$ cat src/rtl/cw_pkg.sv
package cw_pkg;
  localparam int CW_AW         = 32;
  localparam int CW_NKIND      = 4;
  localparam int CW_NKEEP      = 3;
  localparam int CW_STRIDE_LG2 = 4;
  localparam int CW_HI_OFS     = 4;
  localparam int CW_ID_W       = 16;

  localparam logic [CW_ID_W-1:0] CW_ARRAY_ID = 16'h0000;
  // kind order: status, primary mailbox, memory device, secondary mailbox
  localparam logic [CW_ID_W-1:0] CW_KIND_ID [CW_NKIND] =
    '{16'h0001, 16'h0002, 16'h4000, 16'h0003};

  typedef enum logic [1:0] {
    CW_OK      = 2'd0,
    CW_NODEV   = 2'd1,
    CW_MISSING = 2'd2
  } cw_err_e;

  // byte address of entry idx; upper selects the second 32-bit word
  function automatic logic [CW_AW-1:0] cw_slot_addr(input logic [CW_AW-1:0] idx,
                                                    input logic upper);
    return (idx << CW_STRIDE_LG2) | (upper ? CW_AW'(CW_HI_OFS) : '0);
  endfunction

  function automatic cw_err_e cw_verdict(input logic [CW_NKEEP-1:0] have);
    return (&have) ? CW_OK : CW_MISSING;
  endfunction
endpackage

$ cat src/rtl/cw_reader.sv
module cw_reader #(
  parameter int AW = 32,
  parameter int DW = 32
) (
  input  logic          clk,
  input  logic          rst_n,
  input  logic          go,
  input  logic [AW-1:0] go_addr,
  output logic          req_valid,
  output logic [AW-1:0] req_addr,
  input  logic          req_ready,
  input  logic          rsp_valid,
  input  logic [DW-1:0] rsp_data,
  output logic          idle,
  output logic          got,
  output logic [DW-1:0] got_data
);
  typedef enum logic [1:0] {RD_IDLE, RD_ASK, RD_WAIT} rd_st_e;
  rd_st_e        st_q;
  logic [AW-1:0] addr_q;

  always_ff @(posedge clk) begin
    if (!rst_n) begin
      st_q   <= RD_IDLE;
      addr_q <= '0;
    end else begin
      case (st_q)
        RD_IDLE: if (go) begin
          addr_q <= go_addr;
          st_q   <= RD_ASK;
        end
        RD_ASK:  if (req_ready) st_q <= RD_WAIT;
        RD_WAIT: if (rsp_valid) st_q <= RD_IDLE;
        default: st_q <= RD_IDLE;
      endcase
    end
  end

  assign req_valid = (st_q == RD_ASK);
  assign req_addr  = addr_q;
  assign idle      = (st_q == RD_IDLE);
  assign got       = (st_q == RD_WAIT) && rsp_valid;
  assign got_data  = rsp_data;


  ask_hold_chk: assert property (@(posedge clk) disable iff (!rst_n)
    req_valid && !req_ready |=> req_valid && $stable(req_addr));

  go_when_idle_chk: assert property (@(posedge clk) disable iff (!rst_n)
    go |-> idle);
endmodule

$ cat src/rtl/cw_id_decode.sv
module cw_id_decode #(
  parameter int ID_W  = 16,
  parameter int NKIND = 4
) (
  input  logic [ID_W-1:0]  id,
  output logic [NKIND-1:0] hit
);
  for (genvar k = 0; k < NKIND; k++) begin : g_kind
    assign hit[k] = (id == cw_pkg::CW_KIND_ID[k]);
  end


  always_comb begin
    hit_onehot_chk: assert ($onehot0(hit) || $isunknown(id));
  end
endmodule

$ cat src/rtl/cw_base_bank.sv
module cw_base_bank #(
  parameter int AW    = 32,
  parameter int NKEEP = 3
) (
  input  logic                      clk,
  input  logic                      rst_n,
  input  logic                      clr,
  input  logic                      wr_en,
  input  logic [NKEEP-1:0]          sel,
  input  logic [AW-1:0]             wr_data,
  output logic [NKEEP-1:0][AW-1:0]  bases
);
  for (genvar k = 0; k < NKEEP; k++) begin : g_slot
    always_ff @(posedge clk) begin
      if (!rst_n || clr)          bases[k] <= '0;
      else if (wr_en && sel[k])   bases[k] <= wr_data;
    end
  end


  clr_zero_chk: assert property (@(posedge clk) disable iff (!rst_n)
    clr |=> (bases == '0));
endmodule

$ cat src/rtl/cap_walker.sv
module cap_walker #(
  parameter int AW    = 32,
  parameter int DW    = 32,
  parameter int CNT_W = 16
) (
  input  logic          clk,
  input  logic          rst_n,
  input  logic          start,
  output logic          rd_req_valid,
  output logic [AW-1:0] rd_req_addr,
  input  logic          rd_req_ready,
  input  logic          rd_rsp_valid,
  input  logic [DW-1:0] rd_rsp_data,
  output logic          busy,
  output logic          done,
  output logic [1:0]    err_code,
  output logic [3:0]    found_mask,
  output logic [AW-1:0] status_base,
  output logic [AW-1:0] mbox_base,
  output logic [AW-1:0] memdev_base
);
  import cw_pkg::*;
  localparam int NKIND = CW_NKIND;
  localparam int NKEEP = CW_NKEEP;
  localparam int ID_W  = CW_ID_W;

  typedef enum logic [2:0] {S_IDLE, S_HLO, S_HHI, S_EID, S_EOFF} walk_st_e;

  walk_st_e          st_q;
  logic              boot_q, launch_q;
  logic [AW-1:0]     launch_addr_q;
  logic [CNT_W-1:0]  idx_q, cnt_q;
  logic [ID_W-1:0]   id_q;
  logic [NKIND-1:0]  found_q, hit, found_nx;
  cw_err_e           err_q;
  logic              done_q;

  // named internal events
  logic              walk_kick, rd_idle, rd_got, entry_commit, last_entry;
  logic [DW-1:0]     rd_data;
  logic [NKEEP-1:0][AW-1:0] bases;

  assign walk_kick    = (start || boot_q) && (st_q == S_IDLE);
  assign entry_commit = (st_q == S_EOFF) && rd_got;
  assign last_entry   = (idx_q == cnt_q);
  assign found_nx     = found_q | hit;

  cw_reader #(.AW(AW), .DW(DW)) u_rd (
    .clk(clk), .rst_n(rst_n), .go(launch_q), .go_addr(launch_addr_q),
    .req_valid(rd_req_valid), .req_addr(rd_req_addr), .req_ready(rd_req_ready),
    .rsp_valid(rd_rsp_valid), .rsp_data(rd_rsp_data),
    .idle(rd_idle), .got(rd_got), .got_data(rd_data));

  cw_id_decode #(.ID_W(ID_W), .NKIND(NKIND)) u_dec (.id(id_q), .hit(hit));

  cw_base_bank #(.AW(AW), .NKEEP(NKEEP)) u_bank (
    .clk(clk), .rst_n(rst_n), .clr(walk_kick), .wr_en(entry_commit),
    .sel(hit[NKEEP-1:0]), .wr_data(rd_data[AW-1:0]), .bases(bases));

  always_ff @(posedge clk) begin
    if (!rst_n) begin
      st_q          <= S_IDLE;
      boot_q        <= 1'b1;
      launch_q      <= 1'b0;
      launch_addr_q <= '0;
      idx_q         <= '0;
      cnt_q         <= '0;
      id_q          <= '0;
      found_q       <= '0;
      err_q         <= CW_OK;
      done_q        <= 1'b0;
    end else begin
      boot_q   <= 1'b0;
      launch_q <= 1'b0;
      case (st_q)
        S_IDLE: if (walk_kick) begin
          st_q          <= S_HLO;
          launch_q      <= 1'b1;
          launch_addr_q <= AW'(cw_slot_addr('0, 1'b0));
          found_q       <= '0;
          err_q         <= CW_OK;
          done_q        <= 1'b0;
        end
        S_HLO: if (rd_got) begin
          if (rd_data[ID_W-1:0] != CW_ARRAY_ID) begin
            err_q  <= CW_NODEV;
            done_q <= 1'b1;
            st_q   <= S_IDLE;
          end else begin
            st_q          <= S_HHI;
            launch_q      <= 1'b1;
            launch_addr_q <= AW'(cw_slot_addr('0, 1'b1));
          end
        end
        S_HHI: if (rd_got) begin
          cnt_q <= rd_data[CNT_W-1:0];
          if (rd_data[CNT_W-1:0] == '0) begin
            err_q  <= cw_verdict(found_q[NKEEP-1:0]);
            done_q <= 1'b1;
            st_q   <= S_IDLE;
          end else begin
            idx_q         <= CNT_W'(1);
            st_q          <= S_EID;
            launch_q      <= 1'b1;
            launch_addr_q <= AW'(cw_slot_addr(CW_AW'(1), 1'b0));
          end
        end
        S_EID: if (rd_got) begin
          id_q          <= rd_data[ID_W-1:0];
          st_q          <= S_EOFF;
          launch_q      <= 1'b1;
          launch_addr_q <= AW'(cw_slot_addr(CW_AW'(idx_q), 1'b1));
        end
        S_EOFF: if (rd_got) begin
          found_q <= found_nx;
          if (last_entry) begin
            err_q  <= cw_verdict(found_nx[NKEEP-1:0]);
            done_q <= 1'b1;
            st_q   <= S_IDLE;
          end else begin
            idx_q         <= idx_q + CNT_W'(1);
            st_q          <= S_EID;
            launch_q      <= 1'b1;
            launch_addr_q <= AW'(cw_slot_addr(CW_AW'(idx_q + CNT_W'(1)), 1'b0));
          end
        end
        default: st_q <= S_IDLE;
      endcase
    end
  end

  assign busy        = (st_q != S_IDLE);
  assign done        = done_q;
  assign err_code    = err_q;
  assign found_mask  = found_q;
  assign status_base = bases[0];
  assign mbox_base   = bases[1];
  assign memdev_base = bases[2];


  nodev_clean_chk: assert property (@(posedge clk) disable iff (!rst_n)
    done && err_code == 2'd1 |-> found_mask == '0);

  ok_complete_chk: assert property (@(posedge clk) disable iff (!rst_n)
    done && err_code == 2'd0 |-> &found_mask[NKEEP-1:0]);

  missing_flag_chk: assert property (@(posedge clk) disable iff (!rst_n)
    done && err_code == 2'd2 |-> !(&found_mask[NKEEP-1:0]));

  hold_after_done_chk: assert property (@(posedge clk) disable iff (!rst_n)
    done && !walk_kick |=> done && $stable(found_mask) && $stable(err_code)
      && $stable(status_base) && $stable(mbox_base) && $stable(memdev_base));

  kick_clears_chk: assert property (@(posedge clk) disable iff (!rst_n)
    walk_kick |=> busy && !done);

  addr_align_chk: assert property (@(posedge clk) disable iff (!rst_n)
    rd_req_valid |-> rd_req_addr[1:0] == 2'b00);

  done_idle_chk: assert property (@(posedge clk) disable iff (!rst_n)
    done |-> !busy && rd_idle);
endmodule

$ cat config.mk
export PLATFORM = sky130hd
export DESIGN_NAME = cap_walker
export DESIGN_NICKNAME = d
export VERILOG_FILES = /design/src/rtl/cw_pkg.sv /design/src/rtl/cw_reader.sv /design/src/rtl/cw_id_decode.sv /design/src/rtl/cw_base_bank.sv /design/src/rtl/cap_walker.sv
export SDC_FILE = /design/constraint.sdc
export NUM_CORES = 1
export LEC_CHECK = 0
export ABC_CLOCK_PERIOD_IN_PS = 2200
export CAP_MARGIN = 25
export CORE_AREA = 4 4 136 138
export CTS_BUF_LIST = sky130_fd_sc_hd__clkbuf_2 sky130_fd_sc_hd__clkbuf_4 sky130_fd_sc_hd__clkbuf_8
export CTS_CLUSTER_DIAMETER = 40
export CTS_CLUSTER_SIZE = 25
export DETAILED_ROUTE_END_ITERATION = 8
export DIE_AREA = 0 0 140 142
export MAX_ROUTING_LAYER = met4
export PLACE_DENSITY_LB_ADDON = 0.15
export RECOVER_POWER = 100
export SLEW_MARGIN = 20
export SYNTH_ARGS = -nofsm -noshare
export SYNTH_HDL_FRONTEND = slang
export SYNTH_SLANG_ARGS = --single-unit
$ cat constraint.sdc
create_clock -name clk -period 2.2 [get_ports clk]
set_input_delay 0.66 -clock clk [delete_from_list [all_inputs] [get_ports clk]]
set_output_delay 0.66 -clock clk [all_outputs]
set_load 0.02 [all_outputs]
# == Word level (Yosys, flattened, before mapping) ==
# Index checks and enable logic that the tools add are counted.
# totals
mem_count,0
mem_bits_rw,0
rom_bits,0
ff_bits,222
latchBits,0
wordCells,130
out_inout_bits,137
# op_classes
magnitude_cmp,0
bitwise,1
n_shift,0
muxes,58
multipliers,0
add_sub_neg,2
n_eq_ne,25
n_reduce_logical,29
div_mod_pow,0
# ops
op,count
$mux W32,8
$pmux W32 S5,1
$mux W16,4
$eq A16 B2 Y1 const B,2
$pmux W16 S2,1
$mux W2,15
$ne A2 B2 Y1 const B,12
$add A16 B1 Y17 const B,1
$add A16 B1 Y16 const B,1
$eq A16 B1 Y1 const B,1
$eq A16 B15 Y1 const B,1
$eq A16 B16 Y1,1
$logic_not A16 Y1,1
$mux W1,16
$reduce_bool A16 Y1,1
$mux W3,5
$pmux W3 S5,1
$reduce_and A3 Y1,4
$reduce_and A5 Y1,2
$reduce_and A9 Y1,1
$mux W4,2
$pmux W2 S4,1
$pmux W4 S2,1
$reduce_and A8 Y1,1
20 further kinds,31

# == Logic depth before layout (Yosys ltp) ==
# depth
ltp_word,7
depth_mapped,8

# == Modules after synthesis ==
# From an unflattened synthesis, not the netlist that was laid out.
# hier_totals
hier_cells,1143
hier_area_um2,10008.3
# modules_own_cells
module,area_per_inst_um2,cells_per_inst,n_inst
cw_base_bank,4124.0,438,1
cap_walker,4121.5,510,1
cw_reader,1666.6,184,1
cw_id_decode,96.3,11,1

# == Least setup slack after synthesis ==
# Ideal clock, no wire load.
# synth_timing
path_type,input to register
startpoint,input port rd_rsp_valid
endpoint,register u_bank.bases[10] (netlist name)
arrival_ns,2.008
required_time_ns,2.068
path_stages,8
path_buffers,3
setup_time_ns,0.132
slack_ns,0.060
cell_sequence,and3b_1 -> clkbuf_2 -> nand2_2 -> or4_1 -> buf_2 -> buf_2 -> nand2_1 -> a21oi_1
# synth_between
elab_chain_len,3
# synth_lines
item,line,text
start: declaration,cap_walker.sv:12,"input logic rd_rsp_valid,"
$logic_and A1 B1 Y1,cw_reader.sv:42,assign got = (st_q == RD_WAIT) && rsp_valid;
$logic_and A1 B1 Y1,cap_walker.sv:44,assign entry_commit = (st_q == S_EOFF) && rd_got;
$logic_and A1 B1 Y1,cw_base_bank.sv:16,else if (wr_en && sel[k]) bases[k] <= wr_data;
end signal: indexed assignment,cw_base_bank.sv:16,
end: declaration,cw_base_bank.sv:11,output logic [NKEEP-1:0][AW-1:0] bases
# No other way between the ends.
# A chain may end at the register's enable or synchronous reset.

# == Final worst setup path ==
# layout_timing
startpoint,input port rd_rsp_valid
endpoint,register launch_addr_q[13]
# layout_between
elab_chain_len,3
elab_cells_between_ends,6
classes_between,4 x eq/ne; 2 x reduce/logical
# layout_lines
item,line,text
$logic_and A1 B1 Y1 (*),cw_reader.sv:42,
$ne A2 B2 Y1 (no line),--,
$reduce_and A9 Y1 (no line) (*),--,
end signal: assignment,cap_walker.sv:79,"launch_addr_q <= AW'(cw_slot_addr('0, 1'b0));"
end signal: assignment,cap_walker.sv:92,"launch_addr_q <= AW'(cw_slot_addr('0, 1'b1));"
end signal: assignment,cap_walker.sv:105,"launch_addr_q <= AW'(cw_slot_addr(CW_AW'(1), 1'b0));"
end: declaration,cap_walker.sv:31,logic [AW-1:0] launch_addr_q;
# Every way passes the cells marked *; elsewhere a longest branch is shown, timed or not.

==> results.txt <==
status - finished, violations left
failing checks - negative setup slack
Comb pwr share - 15.9%
final worst slack - -0.001377 ns
Syn Area/Cell - 7.922 um^2
Leakage - 3.895 nW
PnR Total Power - 7.409 mW
Max VDD drop - 0.5014 mV
fmax - 454.3 MHz
Final min period - 2.201 ns
all-layer global routing usage - 24.82%
count leader, synth - nand2_1
Reg area - 0.003889 mm^2
part of the power in the clock network - 35.8%
Post-synth ARST share - 0%
Clock Sink Count - 194
Cell Area, Placed - 0.01044 mm^2
top cells by count, synth - 348 x nand2_1, 194 x dfxtp_1, 165 x a21oi_1, 30 x buf_2, 29 x clkbuf_1
dpl hpwl - 16980 um
Setup crit start kind - primary input
Avg WL per Cell - 16.71 um
area share of the largest cell type after synthesis - 47.64%
I/O pin count - 174
internal power - 5.379 mW
final hold violations - 0
Cell Rows - 48
vias in the first global route - 7434
port bufs - 159
PwrDens - 671.1 mW/mm^2
Top FF cell, synth - dfxtp_1
largest area contributor in the netlist - dfxtp_1
delay of the slowest critical-path stage - 0.50 ns
ratio of cells with drive above 1 in the final layout - 12.93%
clk slew on worst S/H paths - 0.10 ns
Finished Core Util - 64.28%
# fillers - 1480
Hold WS - 0.4508 ns
latest clock arrival within the worst-skew pair - 0.48 ns
Yosys cell types - 69
crit path cell chain - clkdlybuf4s50_1 -> nand3b_1 -> mux2_4 -> o21a_1 -> a211o_4 -> clkbuf_16 -> mux2i_1
HP Class - register to register
Vias/cell - 5.290
CORE AREA - 0.01718 mm^2
Cells after Synth - 1029
Vias - 7755
multi-input logic area - 0.003906 mm^2
CTS buffer count - 17
max_cap viols - 0
CTS max path bufs - 2
CP endpoint kind - register
sw power - 2.030 mW
number of flops mapped to enable cells by yosys - 0
Detail Route Antenna Nets - 0
sequential power share - 48.3%
Root Driver - clkbuf_8
CTS tree - done
Die Span Y - 142 um
register area share after synthesis - 47.64%
Total Wirelength - 24500 um
YS warnings - 0
Die Area - 0.01988 mm^2
drt first pass iters - 5
number of DRC markers in iteration 0 - 495
initial antenna violation count - 4
mapped cell area - 0.008152 mm^2
Synth area leaders - dfxtp_1 48%, nand2_1 16%, a21oi_1 10%, mux2i_1 2.7%, buf_2 1.8%
CP max stage cell - clkdlybuf4s50_1
Final Instance Area - 0.01104 mm^2
Remaining DRCs - 0
Nets - 1263
CP required - 2.56 ns
gpl congestion - 0.9304
crit path max fanout - 5
CTS H-tree depth - 4
first-pass GRT wire length - 38740 um
Die W - 140 um
initial core utilization - 47.46%
Setup Skew - 0.01460 ns
max_slew headroom - 24.73%
Setup-failing EPs final - 1
# hold bufs at CTS - 0
worst setup path class - primary input to register
Synth Register Bits - 194
Slew Limit Fails - 0
hold path depth - 2
pin count of the biggest net entering global routing - 40
Worst Reg-to-Reg Cells - 8
Final Cycle Share - 100.1%
worst-margin pin slew - 1.129 ns
Net Sw Frac - 27.40%
worst endpoint data arrival time - 2.56 ns
setup TNS - -0.001377 ns
remaining global-route overflow - 0
Area Growth Syn to Fin - 35.44%
-- cell usage in the layout, fill, tap and decap left out, types with 11 or more instances in the layout --
master,instances
clkbuf_8,17
a21oi_1,165
nor3_1,16
dfxtp_1,190
nand3_1,11
clkdlybuf4s50_1,134
buf_12,13
buf_4,74
nand2_1,347
o21ai_0,15
xor2_1,16
nor2_1,17
mux2i_1,22
conb_1,14
-- flip-flops by register name, summed over array words and instances, names as in the netlist, 2 cells and up --
register and flops:
idx_q 16, u_rd.req_addr 18, u_bank.bases 96, id_q 16, st_q 3, err_code 2, found_mask 4, launch_addr_q 18
cnt_q 16, u_rd.st_q 2
-- what timing repair did --
action | in CTS | in global routing
pin swaps | 6 | 9
hold endpoints to repair | 0 | 0
setup buffers | 0 | 2
gates cloned | 1 | 3
gates resized for setup | 23 | 28
setup endpoints to repair | 42 | 40
-- power groups by stage --
stage               clock network (mW)  registers [mW]  logic (mW)
CTS                               2.69            3.58        1.07
detailed placement                   0            3.66       0.980
global placement                     0            3.66       0.974
global route                      2.83            3.59        1.25
finish                            2.65            3.58        1.17
floorplan                            0            3.66       0.561
-- worst max-delay path, delay by kind of cell --
| family | cells | cell delay, ns |
|---|---|---|
| compound gates | 2 | 0.55 |
| buf+inv | 2 | 0.69 |
| mux | 2 | 0.44 |
| simple gates | 1 | 0.21 |
-- path summary, 6_finish.rpt --
check | end | from | slack [ns]
setup reg to reg | idx_q[7]$_SDFFE_PN0P_ | idx_q[0]$_SDFFE_PN0P_ | 0.07
hold reg to reg | u_bank.bases[87]$_SDFFE_PP0P_ | u_bank.bases[87]$_SDFFE_PP0P_ | 0.45
setup / recovery | launch_addr_q[13]$_SDFFE_PN0P_ | rd_rsp_valid | -0.001
hold / removal | u_bank.bases[87]$_SDFFE_PP0P_ | u_bank.bases[87]$_SDFFE_PP0P_ | 0.45
-- layer usage --
layer,up-vias,part of all wire [%],global-route usage (%)
li1,3835,-,-
met3,41,7.9,7.863
met4,0,2.5,8.159
met5,-,0,-
met2,251,47,39.30
met1,3628,43,30.31
-- kinds of logic (layout without fill, tap and decap cells) --
logic type,count (synthesis),in the layout,synth area share [%]
fa+ha+maj,1,1,0.1535
flops,194,194,47.64
other cells,1,18,0.04600
mux,25,25,3.116
xor+xnor,17,17,1.827
buf+inv,96,291,6.247
compound gates,236,236,16.62
simple gates,459,459,24.34
-- area by class of cell --
cell class / count / share of cell area (%)
Inverter: 6 / 0.2040
Antenna cell: 4 / 0.09066
Clock inverter: 14 / 1.949
Timing Repair Buffer: 254 / 22.48
Sequential cell: 194 / 35.22
Multi-Input combinational cell: 752 / 35.38
Clock buffer: 17 / 2.119
Tap cell: 225 / 2.550
-- through the flow --
stage | std cells | worst slack, ns
after floorplan | 1042 | 0.05958
after global placement | 1425 | -0.6273
after detailed placement | 1425 | -0.7500
after CTS | 1457 | 0.003887
after global routing | 1466 | -0.02557
final | 1466 | -0.001377
Note: power is estimated with default switching activity, not from simulation.
